**src/rtl/qalu_pkg.sv**
```systemverilog
package qalu_pkg;

  localparam int unsigned OP_W = 4;

  typedef enum logic [OP_W-1:0] {
    OP_ADDW_S  = 4'd0,
    OP_SUBW_S  = 4'd1,
    OP_ADDW_Z  = 4'd2,
    OP_SUBW_Z  = 4'd3,
    OP_ADD_WIN = 4'd4,
    OP_SUB_WIN = 4'd5,
    OP_AND     = 4'd6,
    OP_OR      = 4'd7,
    OP_XOR     = 4'd8
  } qalu_op_e;

  typedef enum logic [1:0] {
    LG_AND = 2'd0,
    LG_OR  = 2'd1,
    LG_XOR = 2'd2
  } qalu_lsel_e;

  typedef struct packed {
    logic       known;     // opcode is in the fast set
    logic       is_win;    // 64-bit op needing the operand window
    logic       is_logic;  // bitwise group
    logic       subtract;  // arithmetic: a - b
    logic       zext;      // arithmetic: zero-extend narrow result
    qalu_lsel_e lsel;
  } qalu_dec_t;

  function automatic qalu_dec_t qalu_decode(logic [OP_W-1:0] op);
    qalu_dec_t d;
    d = '{known: 1'b0, is_win: 1'b0, is_logic: 1'b0, subtract: 1'b0,
          zext: 1'b0, lsel: LG_AND};
    case (op)
      OP_ADDW_S:  d.known = 1'b1;
      OP_SUBW_S:  begin d.known = 1'b1; d.subtract = 1'b1; end
      OP_ADDW_Z:  begin d.known = 1'b1; d.zext = 1'b1; end
      OP_SUBW_Z:  begin d.known = 1'b1; d.zext = 1'b1; d.subtract = 1'b1; end
      OP_ADD_WIN: begin d.known = 1'b1; d.is_win = 1'b1; end
      OP_SUB_WIN: begin d.known = 1'b1; d.is_win = 1'b1; d.subtract = 1'b1; end
      OP_AND:     begin d.known = 1'b1; d.is_logic = 1'b1; d.lsel = LG_AND; end
      OP_OR:      begin d.known = 1'b1; d.is_logic = 1'b1; d.lsel = LG_OR; end
      OP_XOR:     begin d.known = 1'b1; d.is_logic = 1'b1; d.lsel = LG_XOR; end
      default:    d.known = 1'b0;
    endcase
    return d;
  endfunction

endpackage

```
**src/rtl/qalu_window.sv**
```systemverilog
// Flags an operand whose signed value lies in [-2^WIN_BIT, 2^WIN_BIT):
// every bit from WIN_BIT upward equals the sign bit.
module qalu_window #(
  parameter int unsigned DATA_W  = 64,
  parameter int unsigned WIN_BIT = 30
) (
  input  logic [DATA_W-1:0] val_i,
  output logic              in_win_o
);
  localparam int unsigned TOP_W = DATA_W - WIN_BIT;

  function automatic logic all_same(logic [TOP_W-1:0] v);
    return (&v) | ~(|v);
  endfunction

  logic [TOP_W-1:0] upper;
  assign upper    = val_i[DATA_W-1:WIN_BIT];
  assign in_win_o = all_same(upper);
endmodule

```
**src/rtl/qalu_narrow.sv**
```systemverilog
// Narrow add/subtract with sign or zero extension to the full width.
module qalu_narrow #(
  parameter int unsigned DATA_W   = 64,
  parameter int unsigned NARROW_W = 32
) (
  input  logic [DATA_W-1:0] a_i,
  input  logic [DATA_W-1:0] b_i,
  input  logic              subtract_i,
  input  logic              zext_i,
  output logic [DATA_W-1:0] res_o
);
  localparam int unsigned EXT_W = DATA_W - NARROW_W;

  function automatic logic [NARROW_W-1:0] narrow_sum(
    logic [NARROW_W-1:0] x, logic [NARROW_W-1:0] y, logic sub);
    logic [NARROW_W-1:0] yy;
    yy = sub ? ~y : y;
    return x + yy + {{(NARROW_W-1){1'b0}}, sub};
  endfunction

  function automatic logic [DATA_W-1:0] widen(logic [NARROW_W-1:0] v, logic z);
    logic fill;
    fill = z ? 1'b0 : v[NARROW_W-1];
    return {{EXT_W{fill}}, v};
  endfunction

  logic [NARROW_W-1:0] sum_n;
  assign sum_n = narrow_sum(a_i[NARROW_W-1:0], b_i[NARROW_W-1:0], subtract_i);
  assign res_o = widen(sum_n, zext_i);

  logic unused_hi;
  assign unused_hi = ^{a_i[DATA_W-1:NARROW_W], b_i[DATA_W-1:NARROW_W]};
endmodule

```
**src/rtl/qalu_bitwise.sv**
```systemverilog
// Full-width bitwise unit, built per bit.
module qalu_bitwise
  import qalu_pkg::*;
#(
  parameter int unsigned DATA_W = 64
) (
  input  logic [DATA_W-1:0] a_i,
  input  logic [DATA_W-1:0] b_i,
  input  qalu_lsel_e        lsel_i,
  output logic [DATA_W-1:0] res_o
);
  function automatic logic bit_op(logic x, logic y, qalu_lsel_e s);
    case (s)
      LG_OR:   return x | y;
      LG_XOR:  return x ^ y;
      default: return x & y;
    endcase
  endfunction

  for (genvar i = 0; i < DATA_W; i++) begin : g_bit
    assign res_o[i] = bit_op(a_i[i], b_i[i], lsel_i);
  end
endmodule

```
**src/rtl/qalu_fast.sv**
```systemverilog
module qalu_fast
  import qalu_pkg::*;
#(
  parameter int unsigned DATA_W   = 64,
  parameter int unsigned NARROW_W = 32
) (
  input  logic              clk,
  input  logic              rst_n,
  input  logic              issue_i,
  input  logic [OP_W-1:0]   op_i,
  input  logic [DATA_W-1:0] a_i,
  input  logic [DATA_W-1:0] b_i,
  output logic [DATA_W-1:0] result_o,
  output logic              fast_ok_o
);
  // Window edge two bits below the narrow width: window sums cannot overflow.
  localparam int unsigned WIN_BIT = NARROW_W - 2;
  localparam int unsigned N_OPND  = 2;

  qalu_dec_t dec;
  assign dec = qalu_decode(op_i);

  // Operand window detectors, one per operand.
  logic [DATA_W-1:0] opnd [N_OPND];
  logic [N_OPND-1:0] in_win;
  assign opnd[0] = a_i;
  assign opnd[1] = b_i;

  for (genvar k = 0; k < N_OPND; k++) begin : g_win
    qalu_window #(.DATA_W(DATA_W), .WIN_BIT(WIN_BIT)) u_win (
      .val_i   (opnd[k]),
      .in_win_o(in_win[k])
    );
  end

  // Named internal events for the checks.
  logic both_in_win;
  logic win_reject;
  logic accept;
  assign both_in_win = &in_win;
  assign win_reject  = dec.is_win & ~both_in_win;
  assign accept      = dec.known & ~win_reject;

  logic [DATA_W-1:0] arith_res;
  logic [DATA_W-1:0] logic_res;
  logic [DATA_W-1:0] next_res;

  qalu_narrow #(.DATA_W(DATA_W), .NARROW_W(NARROW_W)) u_narrow (
    .a_i       (a_i),
    .b_i       (b_i),
    .subtract_i(dec.subtract),
    .zext_i    (dec.zext),
    .res_o     (arith_res)
  );

  qalu_bitwise #(.DATA_W(DATA_W)) u_bitwise (
    .a_i   (a_i),
    .b_i   (b_i),
    .lsel_i(dec.lsel),
    .res_o (logic_res)
  );

  always_comb begin
    next_res = '0;
    if (issue_i && accept) next_res = dec.is_logic ? logic_res : arith_res;
  end

  always_ff @(posedge clk) begin
    if (!rst_n) begin
      fast_ok_o <= 1'b0;
      result_o  <= '0;
    end else begin
      fast_ok_o <= issue_i & accept;
      result_o  <= next_res;
    end
  end

  // ---------------- assertions ----------------
  localparam logic signed [DATA_W-1:0] WIN_HI = DATA_W'(64'sd1 <<< WIN_BIT);
  localparam logic signed [DATA_W-1:0] WIN_LO = -WIN_HI;

  assert_sext_upper_R1: assert property (@(posedge clk) disable iff (!rst_n)
    (issue_i && (op_i == OP_ADDW_S || op_i == OP_SUBW_S)) |=>
      (fast_ok_o && result_o[DATA_W-1:NARROW_W] == {(DATA_W-NARROW_W){result_o[NARROW_W-1]}}));

  assert_zext_upper_R2: assert property (@(posedge clk) disable iff (!rst_n)
    (issue_i && (op_i == OP_ADDW_Z || op_i == OP_SUBW_Z)) |=>
      (fast_ok_o && result_o[DATA_W-1:NARROW_W] == '0));

  assert_win_accept_R3: assert property (@(posedge clk) disable iff (!rst_n)
    (issue_i && (op_i == OP_ADD_WIN || op_i == OP_SUB_WIN) &&
     $signed(a_i) >= WIN_LO && $signed(a_i) < WIN_HI &&
     $signed(b_i) >= WIN_LO && $signed(b_i) < WIN_HI) |=> fast_ok_o);

  assert_win_reject_R4: assert property (@(posedge clk) disable iff (!rst_n)
    (issue_i && (op_i == OP_ADD_WIN || op_i == OP_SUB_WIN) &&
     ($signed(a_i) < WIN_LO || $signed(a_i) >= WIN_HI ||
      $signed(b_i) < WIN_LO || $signed(b_i) >= WIN_HI)) |=>
      (!fast_ok_o && result_o == '0));

  assert_logic_always_R5: assert property (@(posedge clk) disable iff (!rst_n)
    (issue_i && (op_i == OP_AND || op_i == OP_OR || op_i == OP_XOR)) |=> fast_ok_o);

  assert_unknown_op_R6: assert property (@(posedge clk) disable iff (!rst_n)
    (issue_i && op_i > OP_XOR) |=> (!fast_ok_o && result_o == '0));

  assert_ok_needs_issue_R7: assert property (@(posedge clk) disable iff (!rst_n)
    !issue_i |=> (!fast_ok_o && result_o == '0));

  assert_reset_clear_R8: assert property (@(posedge clk)
    !rst_n |=> (!fast_ok_o && result_o == '0));

endmodule

```
**config.mk**
```make
export PLATFORM = sky130hd
export DESIGN_NAME = qalu_fast
export DESIGN_NICKNAME = d
export VERILOG_FILES = /design/src/rtl/qalu_pkg.sv /design/src/rtl/qalu_window.sv /design/src/rtl/qalu_narrow.sv /design/src/rtl/qalu_bitwise.sv /design/src/rtl/qalu_fast.sv
export SDC_FILE = /design/constraint.sdc
export NUM_CORES = 1
export LEC_CHECK = 0
export BUFFER_PORTS_ARGS = -buffer_cell sky130_fd_sc_hd__buf_4
export CAP_MARGIN = 10
export CELL_PAD_IN_SITES_DETAIL_PLACEMENT = 2
export CELL_PAD_IN_SITES_GLOBAL_PLACEMENT = 2
export CORE_ASPECT_RATIO = 0.7
export CORE_MARGIN = 5
export CORE_UTILIZATION = 33
export DETAILED_ROUTE_END_ITERATION = 10
export GPL_ROUTABILITY_DRIVEN = 0
export PLACE_DENSITY = 0.95
export SLEW_MARGIN = 0
export SYNTH_ARGS = -nofsm -noshare
export SYNTH_HDL_FRONTEND = slang
export SYNTH_SLANG_ARGS = --single-unit
```
**constraint.sdc**
```tcl
create_clock -name clk -period 7.4 [get_ports clk]
set_input_delay 0.74 -clock clk [delete_from_list [all_inputs] [get_ports clk]]
set_output_delay 0.74 -clock clk [all_outputs]
set_load 0.1 [all_outputs]
```
* Word-level counts from Yosys, hierarchy flattened *
Index checks and enable logic that the tools add are counted.

cells by class
  add/subtract/negate cells = 2
  equality and inequality tests = 10
  muxes and demuxes = 73
  bitwise gates (word level) = 202
  reduce and logical (&&, ||, !) cells = 13

operator list
  cell                  count
  $pmux W1 S2           64
  $reduce_and A34 Y1    2
  $reduce_or A34 Y1     2
  $and A1 B1 Y1         67
  $or A1 B1 Y1          66
  $mux W64              1
  $xor A1 B1 Y1         64
  $add A32 B1 Y32       1
  $add A32 B32 Y32      1
  $mux W32              1
  $not A32 Y32          1
  $eq A4 B3 Y1 const B  4
  $reduce_or A9 Y1      1
  $eq A4 B2 Y1 const B  2
  $mux W1               6
  $reduce_or A3 Y1      2
  $eq A4 B1 Y1 const B  1
  $eq A4 B4 Y1 const B  1
  $logic_not A4 Y1      1
  $not A1 Y1            4
  $pmux W2 S2           1
  $reduce_and A2 Y1     2
  $reduce_or A2 Y1      2
  $eq A2 B1 Y1 const B  1
  2 further kinds       2

storage, ports and cells
  flip-flop bits (word level) = 65
  input port bits = 135
  output and inout port bits = 65
  logic and storage cells = 302

* Depth between registers and ports, before layout *
Gate-level depths: netlist of run 1.

  word-level depth = 10
  gate-level depth with buffers = 16
  mapped depth without buffers = 12

* Modules after synthesis *
Synthesis of run 1 repeated with hierarchy kept, for this count alone.

unflattened totals
  cell total of the unflattened synthesis = 1,265
  area, all modules = 9,796.9 um^2

modules (own cells, without submodules)
  module        times used  cells each  area each (um^2)  sequential area each (um^2)
  qalu_bitwise  1           544         3,806.2           0.0
  qalu_fast     1           305         2,982.9           1,301.2
  qalu_narrow   1           366         2,710.1           0.0
  qalu_window   2           25          148.9             0.0

* Least setup slack after synthesis of run 1 *
Ideal clock, no wire load.

  kind = input -> register
  from = in op_i[0]
  to = reg result_o[24]
  setup time = 132 ps
  arrival = 3,870 ps
  required time = 7,268 ps
  path slack = 3,398 ps
  stages = 14
  buffers on the path = 2
  cells stage by stage = nor2b_1 -> and2_1 -> clkbuf_1 -> buf_1 -> xnor2_1 -> fa_1 -> a21oi_1 -> o22ai_2 -> o21a_4 -> o31ai_4 -> a211oi_4 -> or4_1 -> nand3_1 -> a21oi_1

on the way
  cells in the longest elaborated chain, start to end = 8
  elaborated cells on any way between the ends = 30
  classes of those cells = add/sub (2); eq/ne (10); mux (8); bitwise (3); reduce/logical (7)

RTL lines
  item                                                                      RTL line         RTL
  start: declaration                                                        qalu_fast.sv:10  input logic [OP_W-1:0] op_i,
  parallel branches: the longest is 8 deep, another holds $add A32 B32 Y32  --
  end signal: assignment                                                    qalu_fast.sv:74  result_o <= next_res;
  end: declaration                                                          qalu_fast.sv:13  output logic [DATA_W-1:0] result_o,

Several ways; the timed one is not identified.
A chain may end at the register's enable or synchronous reset.

* Worst setup path after layout of run 1 *
  from = in op_i[3]
  to = reg result_o[33]

on the way
  cells in the longest elaborated chain, start to end = 8
  elaborated cells on any way between the ends = 33
  classes of those cells = add/sub (2); eq/ne (10); mux (10); bitwise (3); reduce/logical (8)

RTL lines
  item                                                                          RTL line                            RTL
  $eq A4 B3 Y1 (tied with other cells)                                          qalu_pkg.sv:36                      case (op)
  $reduce_or A3 Y1 (no source line) / $reduce_or A2 Y1 (equally long branches)  --
  $mux W1                                                                       qalu_pkg.sv:36
  $mux W32 / $and A1 B1 Y1 (equally long branches)                              qalu_narrow.sv:17, qalu_fast.sv:41
  $add A32 B32 Y32 / $not A1 Y1 (equally long branches)                         qalu_narrow.sv:18, qalu_fast.sv:42
  $add A32 B1 Y32 / $and A1 B1 Y1 (equally long branches)                       qalu_narrow.sv:18, qalu_fast.sv:42
  $mux W1 / $logic_and A1 B1 Y1 (equally long branches)                         qalu_narrow.sv:23, qalu_fast.sv:65
  $mux W64 / $reduce_and A2 Y1 (equally long branches)                          --

Several ways; a longest one is shown, not always the timed one.

==> out/results.tsv, run 1 <==
metric	value	unit
met3 Usage GRT	4.094	%
fin crit share	62.78	%
detail-routed via count per cell	5.397	
CP startpoint kind	input pin	
switch share	43.80	%
PwrDens	157.3	nW/um^2
cell mode on critical path	buf_4	
largest family of logic cells by synthesized area	adder cells	
Max Root-Sink Buffers	2	
clock-pin slew on the worst setup and hold paths	0.06	ns
Global Route Usage Sum	23.56	%
Leakage	4.840	nW
PortBufs	199	
crit path buf inv count	2	
core area	24560	um^2
Yosys top cell by area	ha_1	
Die Span Y	142.0	um
num ports	200	
sw power	702.9	uW
post-cts sizing count	0	
# hold bufs at CTS	0	
Worst path max stage delay	0.92	ns
Final Critical Period	4.646	ns
yosys warns	0	
cell breakdown of the critical path	buf_4 -> nor2b_1 -> and2_2 -> xnor2_1 -> ha_1 -> a31o_1 -> a41oi_2 -> o2111ai_2 -> a21oi_2 -> o22ai_1 -> or3_1 -> nand3_2 -> buf_4 -> o21ai_0	
Fin Hold WS	0.8063	ns
CP Capture Type	register	
RSZ-0062 raised after global routing	no	
1st-iter DRT viols	320	
compound-cell area share of the yosys netlist	24.50	%
Synth Flop Type	dfxtp_1	
Overflow after GRT	0	
Netlist cell types	76	
Post-Synthesis Cell Area	8217	um^2
busiest metal layer after global routing	met2	
drt drc	0	
ranking of synthesized cells by area	ha_1 25%, dfxtp_1 16%, a21oi_1 8.3%	
Post-CTS Setup Inserts	0	
Hold Path Class	input pin to register	
CTS sink cnt	65	
Worst Tran Pin Value	1.098	ns
ys async rst share	0	%
clock share of power	29.0	%
global-route wire length before repair	52810	um
Routed Wire Length	33960	um
via count	8592	
status	complete, no violations	
Mapped Cells	1098	
initial cell density of the core	33.45	%
clock root cell	clkbuf_16	
Post-synth EDFFs	0	
hold_sp	b_i[57]	
fill count	2828	
hold path cells	4	
mux share of post-synthesis cell area	0.2589	%
Area Overhead vs Synth	24.20	%
die width	198.6	um
initial antenna violation count	1	
kind of critical path	input pin to register	
met1 Use GR	30.79	%
1st-pass router iterations	5	
Max-Cap Viols	0	
Worst Path Required	7.60	ns
Seq/Total Area, Yosys	15.84	%
CP top delay family	simple AND/OR/NAND/NOR gates	
vias in the first global route	9627	
met2 Usage GRT	41.08	%
top cells by count, synth	161 x ha_1, 157 x inv_1, 136 x a21oi_1	
adder-cell area share of the yosys netlist	24.76	%
WL per Instance	21.33	um
CTS tree	yes	
hpwl dp	26080	um
post-synth top area share	24.52	%
die area	28210	um^2
critical path depth	14	
layout cells sized above 1	21.96	%
sequential share of power	23.6	%
cell with the most instances after synthesis	ha_1	
Post-Route Setup TNS	0	ns
XOR/XNOR share of the synthesized area	5.116	%
Comb pwr share	47.4	%
Slew headroom	26.78	%
H-Tree Depth	3	
Slew Limit Fails	0	
Routed Antenna Nets	0	
Synth Register Bits	65	
pin count of the biggest net entering global routing	72	
Syn Nets	1395	
simple-gate share of the synthesized area	18.76	%
Total Nets Final	1559	
final hold vios	0	
CP Data Arrival Time	4.84	ns
Cell Int Power	902.0	uW
Final setup viols	0	
Std-Cell Rows	48	
Achievable Freq	215.3	MHz
slowest stage cell on the critical path	and2_2	
worst-path fanout max	32	
maximum VDD drop	0.1086	mV
hold endpoint	result_o[57]	
cts bufs inserted	9	
Synth Area per Inst	7.483	um^2
power groups by stage:
| stage | Combinational [mW] | Sequential (mW) | Clock [mW] |
|---|---|---|---|
| detailed placement | 0.748 | 0.386 | 0 |
| finish | 0.761 | 0.378 | 0.465 |
| CTS | 0.760 | 0.378 | 0.479 |
| global placement | 0.707 | 0.385 | 0 |
| global route | 0.821 | 0.380 | 0.486 |
| floorplan | 0.363 | 0.529 | 0 |
metrics by stage:
| stage | utilization, % | worst slack [ns] | total power, mW | instance area, um^2 | instances |
|---|---|---|---|---|---|
| after floorplan | - | 3.398 | 0.8924 | 8217 | 1098 |
| after global placement | 40.33 | 2.604 | 1.092 | 9906 | 1576 |
| after detailed placement | 40.33 | 2.390 | 1.133 | 9906 | 1576 |
| after CTS | 41.53 | 2.749 | 1.617 | 10200 | 1591 |
| after global routing | 41.53 | 2.442 | 1.686 | 10200 | 1591 |
| final | 41.54 | 2.754 | 1.605 | 10200 | 1592 |
layout make-up:
cell class,instances,area [um^2],area share [%]
clock buffer,12,256.5,2.513
tap,325,406.6,3.985
inverter,158,593.1,5.812
clock inverter,3,40.04,0.3923
multi-input combinational,822,6058,59.37
antenna,1,2.502,0.02452
sequential,65,1301,12.75
timing repair buffer,206,1546,15.15
state kept, by name (all words and copies together) (netlist names):
name,flops
result_o,64
fast_ok_o,1
cell families (layout without fill, tap and decap cells):
kind of cell / count (synthesis) / in the layout
AOI/OAI and AO/OA: 306 / 306
xor gates and xnor gates: 48 / 48
adders and majority gates: 162 / 162
buffers and inverters: 211 / 379
DFF: 65 / 65
muxes: 2 / 2
other: 0 / 1
and+or+nand+nor: 304 / 304
worst max path at each step:
stage,start,endpoint,slack (ns)
2_1_floorplan,op_i[0],result_o[24],3.40
3_3_place_gp,op_i[3],result_o[32],2.60
3_5_place_dp,op_i[3],result_o[33],2.39
4_1_cts,op_i[3],result_o[33],2.75
5_1_grt,op_i[3],result_o[32],2.44
6_report,op_i[3],result_o[33],2.75
cells in the final DEF (no fill, tap or decap), drive strengths merged, types with 3 or more instances in the layout:
cell     count
inv        158
nand2b      55
a22oi       15
o21a         7
buf        206
and2         4
o31ai        4
nor2        34
and3         8
o21ai       69
nand3b       6
nand3       15
ha         161
xor2         7
xnor2       41
or3          7
nor4        18
o2111ai      3
o211ai       5
clkbuf      12
o22ai        4
a211oi      12
a21o        17
a21oi      139
o21bai       3
nor3        16
dfxtp       65
nand2      109
a31oi       10
nand4       23
nor2b        3
metal layers:
layer / part of all wire (%) / vias to the layer above
met3: 4.1 / 32
met4: 1.2 / 2
met1: 46 / 4285
met2: 48 / 185
met5: 0.038 / -
li1: - / 4088
(Power assumes the default switching activity.)
==> run 2, diff against run 1 <==
--- a/config.mk
+++ b/config.mk
@@ -11,10 +11,10 @@
 export CELL_PAD_IN_SITES_GLOBAL_PLACEMENT = 2
 export CORE_ASPECT_RATIO = 0.7
 export CORE_MARGIN = 5
-export CORE_UTILIZATION = 33
+export CORE_UTILIZATION = 28
 export DETAILED_ROUTE_END_ITERATION = 10
 export GPL_ROUTABILITY_DRIVEN = 0
-export PLACE_DENSITY = 0.95
+export PLACE_DENSITY = 0.87
 export SLEW_MARGIN = 0
 export SYNTH_ARGS = -nofsm -noshare
 export SYNTH_HDL_FRONTEND = slang
==> constraint.sdc (replaced) <==
create_clock -name clk -period 3.92 [get_ports clk]
set_input_delay 0.392 -clock clk [delete_from_list [all_inputs] [get_ports clk]]
set_output_delay 0.392 -clock clk [all_outputs]
set_load 0.1 [all_outputs]
==> run 2 against run 1 <==
Critical path depth is the same. Sequential power up 88%. Sequential share of layout area fell by 0.29 points. Flip-flop and latch count unchanged. Non-clock buffer count is 17 higher. Via count up 0.23%. Final cell count rose by 4.4%.
==> out/results.tsv, run 2 (synthesized netlist as in run 1, its figures left out) <==
metric	value	unit
status	complete, no violations	
fin crit share	84.90	%
Leakage	4.941	nW
drt drc	0	
busiest metal layer after global routing	met2	
clock root cell	clkbuf_16	
Routed Antenna Nets	0	
final hold vios	0	
Post-CTS Setup Inserts	0	
CTS tree	yes	
largest reg by FF count	result_o	
Max Root-Sink Buffers	2	
Ant. Diodes	0	
hpwl dp	27480	um
global-route wire length before repair	53810	um
Non-Filler Instances	1662	
Std-Cell Rows	52	
Slew headroom	36.58	%
PortBufs	199	
top flop regs	result_o x64, fast_ok_o x1	
detail-routed via count per cell	5.182	
kind of critical path	input pin to register	
core area	28890	um^2
Slew Limit Fails	0	
# hold bufs at CTS	0	
Worst Path Required	4.16	ns
Final Critical Period	3.328	ns
1st-pass router iterations	5	
Max-Cap Viols	0	
maximum VDD drop	0.2127	mV
most common cell after layout, fill and taps aside	buf_4	
CP Capture Type	register	
H-Tree Depth	3	
num ports	200	
total power	3.067	mW
Largest register FFs	64	
Worst Tran Pin Value	0.9512	ns
Core Util, Final	36.16	%
layout cells sized above 1	22.98	%
Die Span Y	153.3	um
pin count of the biggest net entering global routing	38	
initial antenna violation count	3	
CTS sink cnt	65	
die width	214.7	um
Achievable Freq	300.5	MHz
met1 Use GR	27.40	%
Post-Route Setup TNS	0	ns
commonest non-fill, non-tap cells in the layout	220 x buf_4, 159 x ha_1, 157 x inv_1	
Total Nets Final	1576	
placed insts	1646	
1st-iter DRT viols	272	
met2 Usage GRT	33.95	%
cts bufs inserted	9	
Final setup viols	0	
Area Overhead vs Synth	27.14	%
worst-path fanout max	11	
CP startpoint kind	input pin	
RSZ-0062 raised after global routing	no	
vias in the first global route	9580	
Global Route Usage Sum	20.41	%
met3 Usage GRT	5.160	%
clock-pin slew on the worst setup and hold paths	0.06	ns
Routed Wire Length	34310	um
PwrDens	293.6	nW/um^2
Overflow after GRT	0	
Hold Path Class	input pin to register	
initial cell density of the core	28.44	%
via count	8612	
CP Data Arrival Time	3.57	ns
WL per Instance	20.65	um
post-cts sizing count	0	
die area	32930	um^2
[run 2: cell count changes in the layout (fill, tap and decap cells not counted), sizes merged]
cell    change
buf        +17
clkbuf      +2
clkinv      -1
diode       -1
[run 2: worst paths after layout]
| check | startpoint | end | slack, ns | cells after the start |
|---|---|---|---|---|
| max | op_i[3] | result_o[25] | 0.59 | 14 |
| min | op_i[3] | fast_ok_o | 0.39 | 3 |
[run 2: power by group]
group          total (mW)  internal [mW]  leakage, nW  switching (mW)
registers           0.712          0.699        0.528          0.0133
clock network       0.898          0.544        0.153           0.354
logic                1.46          0.499         4.26           0.957
total                3.07           1.74         4.94            1.32
[run 2: cell type report]
type | instances | area, um^2
fillers | 3383 | 18440
well taps | 378 | 473.0
clock inverters | 2 | 35.03
clock buffers | 14 | 274.0
inverters | 158 | 593.1
multi-input cells | 822 | 6058
flip-flops and latches | 65 | 1301
repair buffers | 223 | 1712
[run 2: stage by stage]
| step | setup WS [ns] | hold slack, ns | instance area, um^2 |
|---|---|---|---|
| finish | 0.5921 | 0.3931 | 10450 |
| global route | 0.4227 | 0.3836 | 10450 |
| CTS | 0.6329 | 0.3719 | 10450 |
| detailed placement | 0.2505 | 0.7660 | 10140 |
| global placement | 0.4014 | 0.7636 | 10140 |
| floorplan | 0.2659 | 0.5938 | 8217 |
[run 2: critical path, cell delays in order]
cell and delay (ns):
buf_4 0.14, nor2b_1 0.17, and2_2 0.24, buf_4 0.26, xnor2_1 0.10, ha_1 0.42, o21a_1 0.18, o2bb2ai_1 0.14
o21a_1 0.25, or3_1 0.33, o21ai_1 0.40, a21boi_0 0.23, xor2_1 0.22, o22ai_1 0.10
[run 2: per-layer routing]
layer / share of wire (%) / vias to the layer above
li1: - / 4112
met1: 48 / 4305
met2: 46 / 164
met3: 5.0 / 27
met4: 1.0 / 4
met5: 0.067 / -
